<file path="src/rtl/sdram_init_pkg.sv">
package sdram_init_pkg;

    typedef enum logic [2:0] {
        ST_POWER_WAIT,
        ST_PRECHARGE,
        ST_PRE_GAP,
        ST_REFRESH,
        ST_REF_GAP,
        ST_LOAD_MODE,
        ST_MODE_GAP,
        ST_READY
    } init_state_e;

    // Command codes as {cs_n, ras_n, cas_n, we_n}
    localparam logic [3:0] CMD_NOP       = 4'b0111;
    localparam logic [3:0] CMD_PRECHARGE = 4'b0010;
    localparam logic [3:0] CMD_REFRESH   = 4'b0001;
    localparam logic [3:0] CMD_LOAD_MODE = 4'b0000;

    function automatic logic [15:0] build_mode_word(
        input logic [2:0] burst_len,
        input logic       burst_type,
        input logic [2:0] cas_lat,
        input logic       write_single
    );
        logic [15:0] word;
        word      = '0;
        word[2:0] = burst_len;
        word[3]   = burst_type;
        word[6:4] = cas_lat;
        word[9]   = write_single;
        return word;
    endfunction

endpackage

</file>
<file path="src/rtl/sdram_init_timer.sv">
module sdram_init_timer #(
    parameter int CNT_W   = 16,
    parameter int RST_VAL = 0
) (
    input  logic             clk,
    input  logic             rst_n,
    input  logic             load,
    input  logic [CNT_W-1:0] load_val,
    output logic             expired
);

    logic [CNT_W-1:0] cnt_q;

    // Down-counter: reset loads the power-up wait, later loads set the gaps
    always_ff @(posedge clk) begin
        if (!rst_n) begin
            cnt_q <= CNT_W'(RST_VAL);
        end else if (load) begin
            cnt_q <= load_val;
        end else if (cnt_q != '0) begin
            cnt_q <= cnt_q - 1'b1;
        end
    end

    assign expired = (cnt_q == '0);

endmodule

</file>
<file path="src/rtl/sdram_init_ref_counter.sv">
module sdram_init_ref_counter #(
    parameter int TOTAL = 8
) (
    input  logic clk,
    input  logic rst_n,
    input  logic bump,
    output logic final_pending,
    output logic all_issued
);

    localparam int CW = $clog2(TOTAL + 1);

    logic [CW-1:0] cnt_q;

    always_ff @(posedge clk) begin
        if (!rst_n) begin
            cnt_q <= '0;
        end else if (bump && (cnt_q != CW'(TOTAL))) begin
            cnt_q <= cnt_q + 1'b1;
        end
    end

    // final_pending: the refresh now on the bus is the last one
    assign final_pending = (cnt_q == CW'(TOTAL - 1));
    assign all_issued    = (cnt_q == CW'(TOTAL));

endmodule

</file>
<file path="src/rtl/sdram_init_cmd_enc.sv">
module sdram_init_cmd_enc
    import sdram_init_pkg::*;
#(
    parameter int          ADDR_W      = 13,
    parameter int          BA_W        = 2,
    parameter int          PRE_ALL_BIT = 10,
    parameter logic [15:0] MODE_WORD   = 16'h0000
) (
    input  init_state_e        state,
    output logic [3:0]         cmd,
    output logic [BA_W-1:0]    ba,
    output logic [ADDR_W-1:0]  addr,
    output logic               done
);

    // Output process: pins are decoded from the state register only
    always_comb begin
        cmd  = CMD_NOP;
        ba   = '0;
        addr = '0;
        done = 1'b0;
        unique case (state)
            ST_PRECHARGE: begin
                cmd               = CMD_PRECHARGE;
                addr[PRE_ALL_BIT] = 1'b1;
            end
            ST_REFRESH: begin
                cmd = CMD_REFRESH;
            end
            ST_LOAD_MODE: begin
                cmd  = CMD_LOAD_MODE;
                addr = ADDR_W'(MODE_WORD);
            end
            ST_READY: begin
                done = 1'b1;
            end
            default: begin
                cmd = CMD_NOP;
            end
        endcase
    end

endmodule

</file>
<file path="src/rtl/sdram_init_seq.sv">
module sdram_init_seq
    import sdram_init_pkg::*;
#(
    parameter int         WAIT_CYCLES       = 20000,
    parameter int         T_RP              = 2,
    parameter int         T_RFC             = 7,
    parameter int         T_MRD             = 2,
    parameter int         REFRESH_COUNT     = 8,
    parameter int         ADDR_W            = 13,
    parameter int         BA_W              = 2,
    parameter int         PRE_ALL_BIT       = 10,
    parameter logic [2:0] MODE_BURST_LEN    = 3'b011,
    parameter logic       MODE_BURST_TYPE   = 1'b0,
    parameter logic [2:0] MODE_CAS_LAT      = 3'b010,
    parameter logic       MODE_WRITE_SINGLE = 1'b0
) (
    input  logic              clk,
    input  logic              rst_n,
    output logic              sd_cs_n,
    output logic              sd_ras_n,
    output logic              sd_cas_n,
    output logic              sd_we_n,
    output logic [BA_W-1:0]   sd_ba,
    output logic [ADDR_W-1:0] sd_addr,
    output logic              init_done
);

    localparam int MAX_A        = (WAIT_CYCLES > T_RFC) ? WAIT_CYCLES : T_RFC;
    localparam int MAX_B        = (T_RP > T_MRD) ? T_RP : T_MRD;
    localparam int MAX_INTERVAL = (MAX_A > MAX_B) ? MAX_A : MAX_B;
    localparam int TMR_W        = $clog2(MAX_INTERVAL + 1);

    // A gap state lasts interval-1 cycles; an interval of 1 skips it
    localparam bit RP_SKIP  = (T_RP  <= 1);
    localparam bit RFC_SKIP = (T_RFC <= 1);
    localparam bit MRD_SKIP = (T_MRD <= 1);
    localparam logic [TMR_W-1:0] RP_LOAD  = TMR_W'((T_RP  > 1) ? T_RP  - 2 : 0);
    localparam logic [TMR_W-1:0] RFC_LOAD = TMR_W'((T_RFC > 1) ? T_RFC - 2 : 0);
    localparam logic [TMR_W-1:0] MRD_LOAD = TMR_W'((T_MRD > 1) ? T_MRD - 2 : 0);
    localparam int WAIT_RST = (WAIT_CYCLES > 0) ? WAIT_CYCLES - 1 : 0;

    localparam logic [15:0] MODE_WORD = build_mode_word(MODE_BURST_LEN, MODE_BURST_TYPE,
                                                        MODE_CAS_LAT, MODE_WRITE_SINGLE);

    init_state_e      state_q, state_d;
    logic             tmr_load;
    logic [TMR_W-1:0] tmr_val;
    logic             tmr_expired;
    logic             ref_bump;
    logic             ref_final;
    logic             ref_all;
    logic [3:0]       cmd;

    // State register
    always_ff @(posedge clk) begin
        if (!rst_n) begin
            state_q <= ST_POWER_WAIT;
        end else begin
            state_q <= state_d;
        end
    end

    // Transitions and the control strobes for the timer and refresh counter
    always_comb begin
        state_d  = state_q;
        tmr_load = 1'b0;
        tmr_val  = '0;
        ref_bump = 1'b0;
        unique case (state_q)
            ST_POWER_WAIT: begin
                if (tmr_expired) state_d = ST_PRECHARGE;
            end
            ST_PRECHARGE: begin
                if (RP_SKIP) begin
                    state_d = ST_REFRESH;
                end else begin
                    state_d  = ST_PRE_GAP;
                    tmr_load = 1'b1;
                    tmr_val  = RP_LOAD;
                end
            end
            ST_PRE_GAP: begin
                if (tmr_expired) state_d = ST_REFRESH;
            end
            ST_REFRESH: begin
                ref_bump = 1'b1;
                if (RFC_SKIP) begin
                    state_d = ref_final ? ST_LOAD_MODE : ST_REFRESH;
                end else begin
                    state_d  = ST_REF_GAP;
                    tmr_load = 1'b1;
                    tmr_val  = RFC_LOAD;
                end
            end
            ST_REF_GAP: begin
                if (tmr_expired) state_d = ref_all ? ST_LOAD_MODE : ST_REFRESH;
            end
            ST_LOAD_MODE: begin
                if (MRD_SKIP) begin
                    state_d = ST_READY;
                end else begin
                    state_d  = ST_MODE_GAP;
                    tmr_load = 1'b1;
                    tmr_val  = MRD_LOAD;
                end
            end
            ST_MODE_GAP: begin
                if (tmr_expired) state_d = ST_READY;
            end
            ST_READY: begin
                state_d = ST_READY;
            end
            default: begin
                state_d = ST_POWER_WAIT;
            end
        endcase
    end

    sdram_init_timer #(
        .CNT_W   (TMR_W),
        .RST_VAL (WAIT_RST)
    ) u_timer (
        .clk      (clk),
        .rst_n    (rst_n),
        .load     (tmr_load),
        .load_val (tmr_val),
        .expired  (tmr_expired)
    );

    sdram_init_ref_counter #(
        .TOTAL (REFRESH_COUNT)
    ) u_ref_cnt (
        .clk           (clk),
        .rst_n         (rst_n),
        .bump          (ref_bump),
        .final_pending (ref_final),
        .all_issued    (ref_all)
    );

    sdram_init_cmd_enc #(
        .ADDR_W      (ADDR_W),
        .BA_W        (BA_W),
        .PRE_ALL_BIT (PRE_ALL_BIT),
        .MODE_WORD   (MODE_WORD)
    ) u_cmd_enc (
        .state (state_q),
        .cmd   (cmd),
        .ba    (sd_ba),
        .addr  (sd_addr),
        .done  (init_done)
    );

    assign {sd_cs_n, sd_ras_n, sd_cas_n, sd_we_n} = cmd;

endmodule

</file>
<file path="config.mk">
export PLATFORM = sky130hd
export DESIGN_NAME = sdram_init_seq
export DESIGN_NICKNAME = d
export VERILOG_FILES = /design/src/rtl/sdram_init_pkg.sv /design/src/rtl/sdram_init_timer.sv /design/src/rtl/sdram_init_ref_counter.sv /design/src/rtl/sdram_init_cmd_enc.sv /design/src/rtl/sdram_init_seq.sv
export SDC_FILE = /design/constraint.sdc
export NUM_CORES = 1
export LEC_CHECK = 0
export BUFFER_PORTS_ARGS = -buffer_cell sky130_fd_sc_hd__buf_2
export CORE_AREA = 4 4 56 58
export DETAILED_ROUTE_END_ITERATION = 8
export DIE_AREA = 0 0 60 62
export HOLD_SLACK_MARGIN = 0.15
export PLACE_DENSITY = 0.86
export SYNTH_ARGS = -nofsm -noshare
export SYNTH_HDL_FRONTEND = slang
export SYNTH_HIERARCHICAL = 1
export SYNTH_SLANG_ARGS = --single-unit
</file>
<file path="constraint.sdc">
create_clock -name clk -period 2.35 [get_ports clk]
set_input_delay 0.47 -clock clk [delete_from_list [all_inputs] [get_ports clk]]
set_output_delay 0.47 -clock clk [all_outputs]
set_load 0.03 [all_outputs]
</file>
==> insert_results.sql, run 1 <==
INSERT INTO impl_metrics (metric_group, metric, value, unit) VALUES
('sta', 'worst_clock_skew', '0.00607', 'ns'),
('routing', 'via_count', '1222', ''),
('placed_design', 'dp_cells', '223', ''),
('setup_path', 'worstPathArrival', '2.50', 'ns'),
('cts', 'cts.reportedPaths.clkPinSlew', '0.13', 'ns'),
('setup_path', 'setup.worst_path.start', 'u_timer/cnt_q[0]$_SDFFE_PN1P_', ''),
('layout', 'leading_cell_types_in_the_layout_fill_and_taps_excluded', 'conb_1, dfxtp_1, nand2_1', ''),
('cts', 'clk_latency', '0.31', 'ns'),
('cts', 'tritoncts_num_sinks', '22', ''),
('sta', 'final.min_clock_period', '2.25', 'ns'),
('cts', 'cts_buffer_count', '3', ''),
('layout', 'drive_gt1_share', '12.8', '%'),
('routing', 'drc', '0', ''),
('cts', 'cts_max_level', '1', ''),
('setup_path', 'critical_path.reg2reg.startpoint', 'u_timer/cnt_q[0]$_SDFFE_PN1P_', ''),
('logic_synthesis', 'synth.avg_cell_area', '8.00', 'um2'),
('cts', 'cts_resized', '0', ''),
('power', 'power.ir.vdd_worst', '0.000428', 'V'),
('placed_design', 'port_buffers', '9', ''),
('hold_path', 'min-delay-start', 'u_ref_cnt/cnt_q[2]$_SDFFE_PN0P_', ''),
('logic_synthesis', 'synth.cell_area', '1390', 'um2'),
('status', 'status', 'finished, final reports clean', ''),
('sta', 'final_max_slew_viol_count', '0', ''),
('floorplanning', 'die-height', '62', 'um'),
('cts', 'clockBufferDepth', '2', ''),
('hold_path', 'hold_class', 'register to register', ''),
('cts', 'clock-root-buffer', 'clkbuf_4', ''),
('global_routing', 'global_route.usage.total', '15.7', '%'),
('floorplanning', 'design.die.area', '3720', 'um2'),
('cts', 'post_cts_hold_buffer_count', '0', ''),
('global_routing', 'grt.overflow.total', '0', ''),
('layout', 'antenna_cells_inserted', '0', ''),
('power', 'totalPowerFinal', '0.730', 'mW'),
('sta', 'rsz0062_at_grt', 'no', ''),
('routing', 'post_drt_antenna_nets', '0', ''),
('sta', 'fin_crit_sh', '95.8', '%'),
('flow_run', 'max-cap-violations', '0', ''),
('placed_design', 'place_congestion', '0.873', ''),
('power', 'power_density', '479', 'nW/um2'),
('floorplanning', 'placementRows', '19', ''),
('floorplanning', 'floorplan.initialDensity', '52.3', '%'),
('routing', 'drtIter0Drc', '45', ''),
('routing', 'dr.pass1.iters', '4', ''),
('layout', 'final_common_cell', 'conb_1', ''),
('layout', 'area_growth_syn_to_layout', '9.43', '%'),
('floorplanning', 'placeableCoreArea', '2660', 'um2'),
('setup_path', 'cp-start-kind', 'register', ''),
('sta', 'timing.fmax', '0.444', 'GHz'),
('sta', 'finalWorstSetupSlack', '0.0978', 'ns'),
('layout', 'number_of_nets_at_the_end_of_the_flow', '202', ''),
('layout', 'filler_cell_count', '248', ''),
('cts', 'cts_setup_buffers', '0', ''),
('placed_design', 'dpl.hpwl', '1970', 'um'),
('sta', 'timing.setup.tns', '0', 'ns'),
('setup_path', 'setup.worst_path.end_class', 'register', ''),
('setup_path', 'worstSetupPathType', 'register to register', ''),
('logic_synthesis', 'yosys_warnings', '6', ''),
('global_routing', 'antenna_found_initial', '0', ''),
('global_routing', 'grt_max_degree', '26', ''),
('global_routing', 'grt_first_pass_wirelength', '4540', 'um'),
('logic_synthesis', 'cells_after_synthesis', '174', ''),
('floorplanning', 'die_w', '60', 'um'),
('layout', 'layoutNonFillerInstCount', '227', ''),
('power', 'power.static_leakage', '0.590', 'nW'),
('global_routing', 'grt_pass1_vias', '1023', ''),
('setup_path', 'worst-path-max-fanout', '5', ''),
('setup_path', 'cp_data_required_time', '2.60', 'ns'),
('routing', 'via_per_inst', '5.38', ''),
('sta', 'report.final.setup_viol', '0', ''),
('sta', 'final-hold-violation-count', '0', ''),
('cts', 'tritoncts', 'done', ''),
('floorplanning', 'io-pin-count', '22', ''),
('routing', 'wirelength', '2720', 'um'),
('placed_design', 'place_ws', '0.121', 'ns'),
('routing', 'detail_route.wl_per_cell', '12.0', 'um');
[registers in the layout, indices dropped and copies added, names as in the netlist]
name / cells
u_ref_cnt/cnt_q: 4
u_timer/cnt_q: 15
state_q: 3
[path summary, 6_finish.rpt]
path                                           to  slack [ns]  depth (start not counted)
hold reg to reg   u_ref_cnt/cnt_q[2]$_SDFFE_PN0P_        0.49                          2
setup / recovery   u_timer/cnt_q[12]$_SDFFE_PN0P_         0.1                          6
setup reg to reg   u_timer/cnt_q[12]$_SDFFE_PN0P_         0.1                          6
hold / removal    u_ref_cnt/cnt_q[2]$_SDFFE_PN0P_        0.49                          2
[stage by stage]
step	area (um2)	hold slack (ns)	utilization, %
2_1_floorplan	1480	0.453	-
3_3_place_gp	1470	0.475	55.2
3_5_place_dp	1470	0.474	55.2
4_1_cts	1520	0.492	57.1
5_1_grt	1520	0.526	57.2
6_report	1520	0.489	57.2
[power by group]
group          switching [mW]  internal (mW)
Combinational          0.0416         0.0125
Clock                   0.123          0.172
Sequential            0.00363          0.377
Total                   0.168          0.562
[worst max-delay path, cell delays in order, from the launching register on]
cell	delay, ns
dfxtp_1	0.34
inv_1	0.10
ha_2	0.22
or4b_4	0.50
or4_4	0.52
or3_1	0.35
a31oi_1	0.15
[area by class of cell]
class                   instances  area, um2  area share [%]
clock buffers                   3       22.5            1.48
clock inverters                 1       30.0            1.97
inverters                      11       41.3            2.71
multi-input cells             147        883            58.0
flip-flops and latches         22        440            28.9
well taps                      31       38.8            2.55
repair buffers                 12       67.6            4.43
[routing by layer]
metal	routed length, um	global-route usage [%]	vias to the layer above
met3	94	3.10	4
li1	-	-	632
met1	1300	20.4	564
met5	0	0	-
met2	1310	26.7	22
met4	21	3.80	0
Note: power is estimated with default switching activity, not from simulation.
==> inputs of run 2 (changes only) <==
--- a/config.mk
+++ b/config.mk
@@ -11,6 +11,7 @@
 export DIE_AREA = 0 0 60 62
 export HOLD_SLACK_MARGIN = 0.15
 export PLACE_DENSITY = 0.86
+export SETUP_SLACK_MARGIN = 0.1
 export SYNTH_ARGS = -nofsm -noshare
 export SYNTH_HDL_FRONTEND = slang
 export SYNTH_HIERARCHICAL = 1
==> run 2 against run 1 <==
- clock skew rose by 0.0024 ns
- critical path depth unchanged
- sequential share of layout area is 0.13 points lower
- total power is 0.41% higher
- sequential power barely moved
- critical endpoint unchanged
- global-route usage about the same
- sequential cell count unchanged
- core utilization is 0.42 points higher
- worst setup slack better by 0.085 ns
- die area did not move
- via count increased by 0.49%
==> insert_results.sql, run 2 (synthesis results as in run 1) <==
INSERT INTO impl_metrics (metric_group, metric, value, unit) VALUES
('global_routing', 'use_met1', '20.6', '%'),
('setup_path', 'cp_data_required_time', '2.60', 'ns'),
('sta', 'fin_hold_ws', '0.489', 'ns'),
('sta', 'final_max_slew_viol_count', '0', ''),
('setup_path', 'worstSetupPathType', 'register to register', ''),
('floorplanning', 'placementRows', '19', ''),
('global_routing', 'global_route.usage.total', '15.7', '%'),
('setup_path', 'worst-path-max-fanout', '5', ''),
('routing', 'via_per_inst', '5.41', ''),
('floorplanning', 'io-pin-count', '22', ''),
('sta', 'rsz0062_at_grt', 'no', ''),
('cts', 'clockBufferDepth', '2', ''),
('sta', 'final-hold-violation-count', '0', ''),
('cts', 'clock-root-buffer', 'clkbuf_4', ''),
('layout', 'area_growth_syn_to_layout', '10.2', '%'),
('setup_path', 'timing.critical_path.slowest_stage_cell', 'or4_4', ''),
('setup_path', 'worstPathArrival', '2.42', 'ns'),
('status', 'status', 'finished, final reports clean', ''),
('sta', 'report.final.setup_viol', '0', ''),
('setup_path', 'slowest_delay', '0.52', 'ns'),
('routing', 'detail_route.wl_per_cell', '12.2', 'um'),
('floorplanning', 'floorplan.initialDensity', '52.3', '%'),
('routing', 'dr.pass1.iters', '4', ''),
('power', 'power.ir.vdd_worst', '0.000429', 'V'),
('floorplanning', 'die_w', '60', 'um'),
('sta', 'timing.fmax', '0.461', 'GHz'),
('layout', 'drive_gt1_share', '14.3', '%'),
('cts', 'tritoncts_num_sinks', '22', ''),
('setup_path', 'setup.worst_path.end_class', 'register', ''),
('global_routing', 'antenna_found_initial', '0', ''),
('setup_path', 'cp-start-kind', 'register', ''),
('routing', 'drtIter0Drc', '33', ''),
('hold_path', 'min-delay-start', 'u_ref_cnt/cnt_q[2]$_SDFFE_PN0P_', ''),
('global_routing', 'grt_pass1_vias', '1023', ''),
('routing', 'post_drt_antenna_nets', '0', ''),
('layout', 'max_flop_register', 'u_timer/cnt_q', ''),
('floorplanning', 'die-height', '62', 'um'),
('sta', 'worst_clock_skew', '0.00849', 'ns'),
('routing', 'wirelength', '2770', 'um'),
('global_routing', 'grt_first_pass_wirelength', '4550', 'um'),
('setup_path', 'crit-reg2reg-capture', 'u_timer/cnt_q[12]$_SDFFE_PN0P_', ''),
('layout', 'number_of_nets_at_the_end_of_the_flow', '202', ''),
('cts', 'cts_buffer_count', '3', ''),
('layout', 'leading_cell_types_in_the_layout_fill_and_taps_excluded', 'conb_1, dfxtp_1, nand2_1', ''),
('sta', 'fin_crit_sh', '92.2', '%'),
('sta', 'final.min_clock_period', '2.17', 'ns'),
('flow_run', 'max-cap-violations', '0', ''),
('hold_path', 'hold_class', 'register to register', ''),
('cts', 'clk_latency', '0.32', 'ns'),
('global_routing', 'globalRouteMet3Util', '3.10', '%'),
('placed_design', 'place_congestion', '0.873', ''),
('layout', 'filler_cell_count', '250', ''),
('layout', 'antenna_cells_inserted', '0', ''),
('setup_path', 'r2r.worst_path.cells', '6', ''),
('power', 'power.static_leakage', '0.588', 'nW'),
('power', 'power_density', '478', 'nW/um2'),
('setup_path', 'r2r_setup_slack', '0.18', 'ns'),
('placed_design', 'port_buffers', '9', ''),
('setup_path', 'critical_path.reg2reg.startpoint', 'u_timer/cnt_q[0]$_SDFFE_PN1P_', ''),
('placed_design', 'dpl.hpwl', '1970', 'um'),
('global_routing', 'top_usage_layer', 'met2', ''),
('cts', 'post_cts_hold_buffer_count', '0', ''),
('cts', 'cts_max_level', '1', ''),
('cts', 'cts.reportedPaths.clkPinSlew', '0.13', 'ns'),
('sta', 'timing.setup.tns', '0', 'ns'),
('global_routing', 'grt_util_met2', '26.7', '%'),
('layout', 'largest_register_ffs', '15', ''),
('floorplanning', 'placeableCoreArea', '2660', 'um2'),
('layout', 'largest_registers', 'u_timer/cnt_q (15), u_ref_cnt/cnt_q (4), state_q (3)', ''),
('routing', 'drc', '0', ''),
('floorplanning', 'design.die.area', '3720', 'um2'),
('hold_path', 'hold_end', 'u_ref_cnt/cnt_q[2]$_SDFFE_PN0P_', ''),
('cts', 'cts_setup_buffers', '0', ''),
('global_routing', 'grt.overflow.total', '0', ''),
('hold_path', 'whs_path_depth', '2', ''),
('layout', 'final_common_cell', 'conb_1', ''),
('routing', 'via_count', '1228', ''),
('global_routing', 'grt_max_degree', '26', ''),
('setup_path', 'critical_path.cell_chain', 'inv_2, ha_4, or4b_4, or4_4, or3_1, a31oi_1', ''),
('cts', 'tritoncts', 'done', '');
## run 2: layer usage
metal  vias to the layer above  wire length, um
met4                         0               44
li1                        633                -
met5                         -                0
met3                         8               85
met1                       563             1320
met2                        24             1320
## run 2: power by group
part | total, mW | switching (mW) | internal [mW]
registers | 0.382 | 0.00415 | 0.378
clock network | 0.295 | 0.122 | 0.173
logic | 0.0569 | 0.0432 | 0.0137
total | 0.733 | 0.169 | 0.564
## run 2: worst max-delay path by stage
stage / slack, ns / startpoint / cells after the start / to
floorplan: 0.25 / u_timer/cnt_q[0]$_SDFFE_PN1P_ / 6 / u_timer/cnt_q[12]$_SDFFE_PN0P_
global placement: 0.21 / u_timer/cnt_q[0]$_SDFFE_PN1P_ / 6 / u_timer/cnt_q[12]$_SDFFE_PN0P_
detailed placement: 0.12 / u_timer/cnt_q[0]$_SDFFE_PN1P_ / 6 / u_timer/cnt_q[12]$_SDFFE_PN0P_
CTS: 0.10 / u_timer/cnt_q[0]$_SDFFE_PN1P_ / 6 / u_timer/cnt_q[12]$_SDFFE_PN0P_
global route: 0.12 / u_timer/cnt_q[0]$_SDFFE_PN1P_ / 6 / u_timer/cnt_q[12]$_SDFFE_PN0P_
finish: 0.18 / u_timer/cnt_q[0]$_SDFFE_PN1P_ / 6 / u_timer/cnt_q[12]$_SDFFE_PN0P_
## run 2: area by class of cell
type | count | area, um2 | share of cell area [%]
clock buffer | 3 | 22.5 | 1.47
clock inverter | 1 | 30.0 | 1.96
inverter | 11 | 41.3 | 2.69
multi-input combinational | 147 | 893 | 58.2
sequential | 22 | 442 | 28.8
tap | 31 | 38.8 | 2.53
timing repair buffer | 12 | 67.6 | 4.40
## run 2: per-stage QoR
| stage | util [%] | std cells | total power [mW] | setup WS [ns] | area, um2 |
|---|---|---|---|---|---|
| 2_1_floorplan | - | 197 | 0.450 | 0.249 | 1480 |
| 3_5_place_dp | 55.2 | 223 | 0.442 | 0.121 | 1470 |
| 6_report | 57.7 | 227 | 0.733 | 0.183 | 1540 |
| 4_1_cts | 57.2 | 227 | 0.732 | 0.101 | 1520 |
| 5_1_grt | 57.7 | 227 | 0.760 | 0.115 | 1540 |
| 3_3_place_gp | 55.2 | 223 | 0.441 | 0.211 | 1470 |
## run 2: worst max-delay path: cells and delay by family (launching register included)
kind | cells | cell delay (ns)
AND/OR/NAND/NOR | 3 | 1.37
flip-flops | 1 | 0.35
AO/OA/AOI/OAI | 1 | 0.15
adder cells (fa/ha/maj) | 1 | 0.14
buffers and inverters | 1 | 0.08
## run 2: timing repair
action / CTS / global route
endpoints found under the setup margin: 1 / 1
pin swaps: 1 / 0
resized for setup: 1 / 4
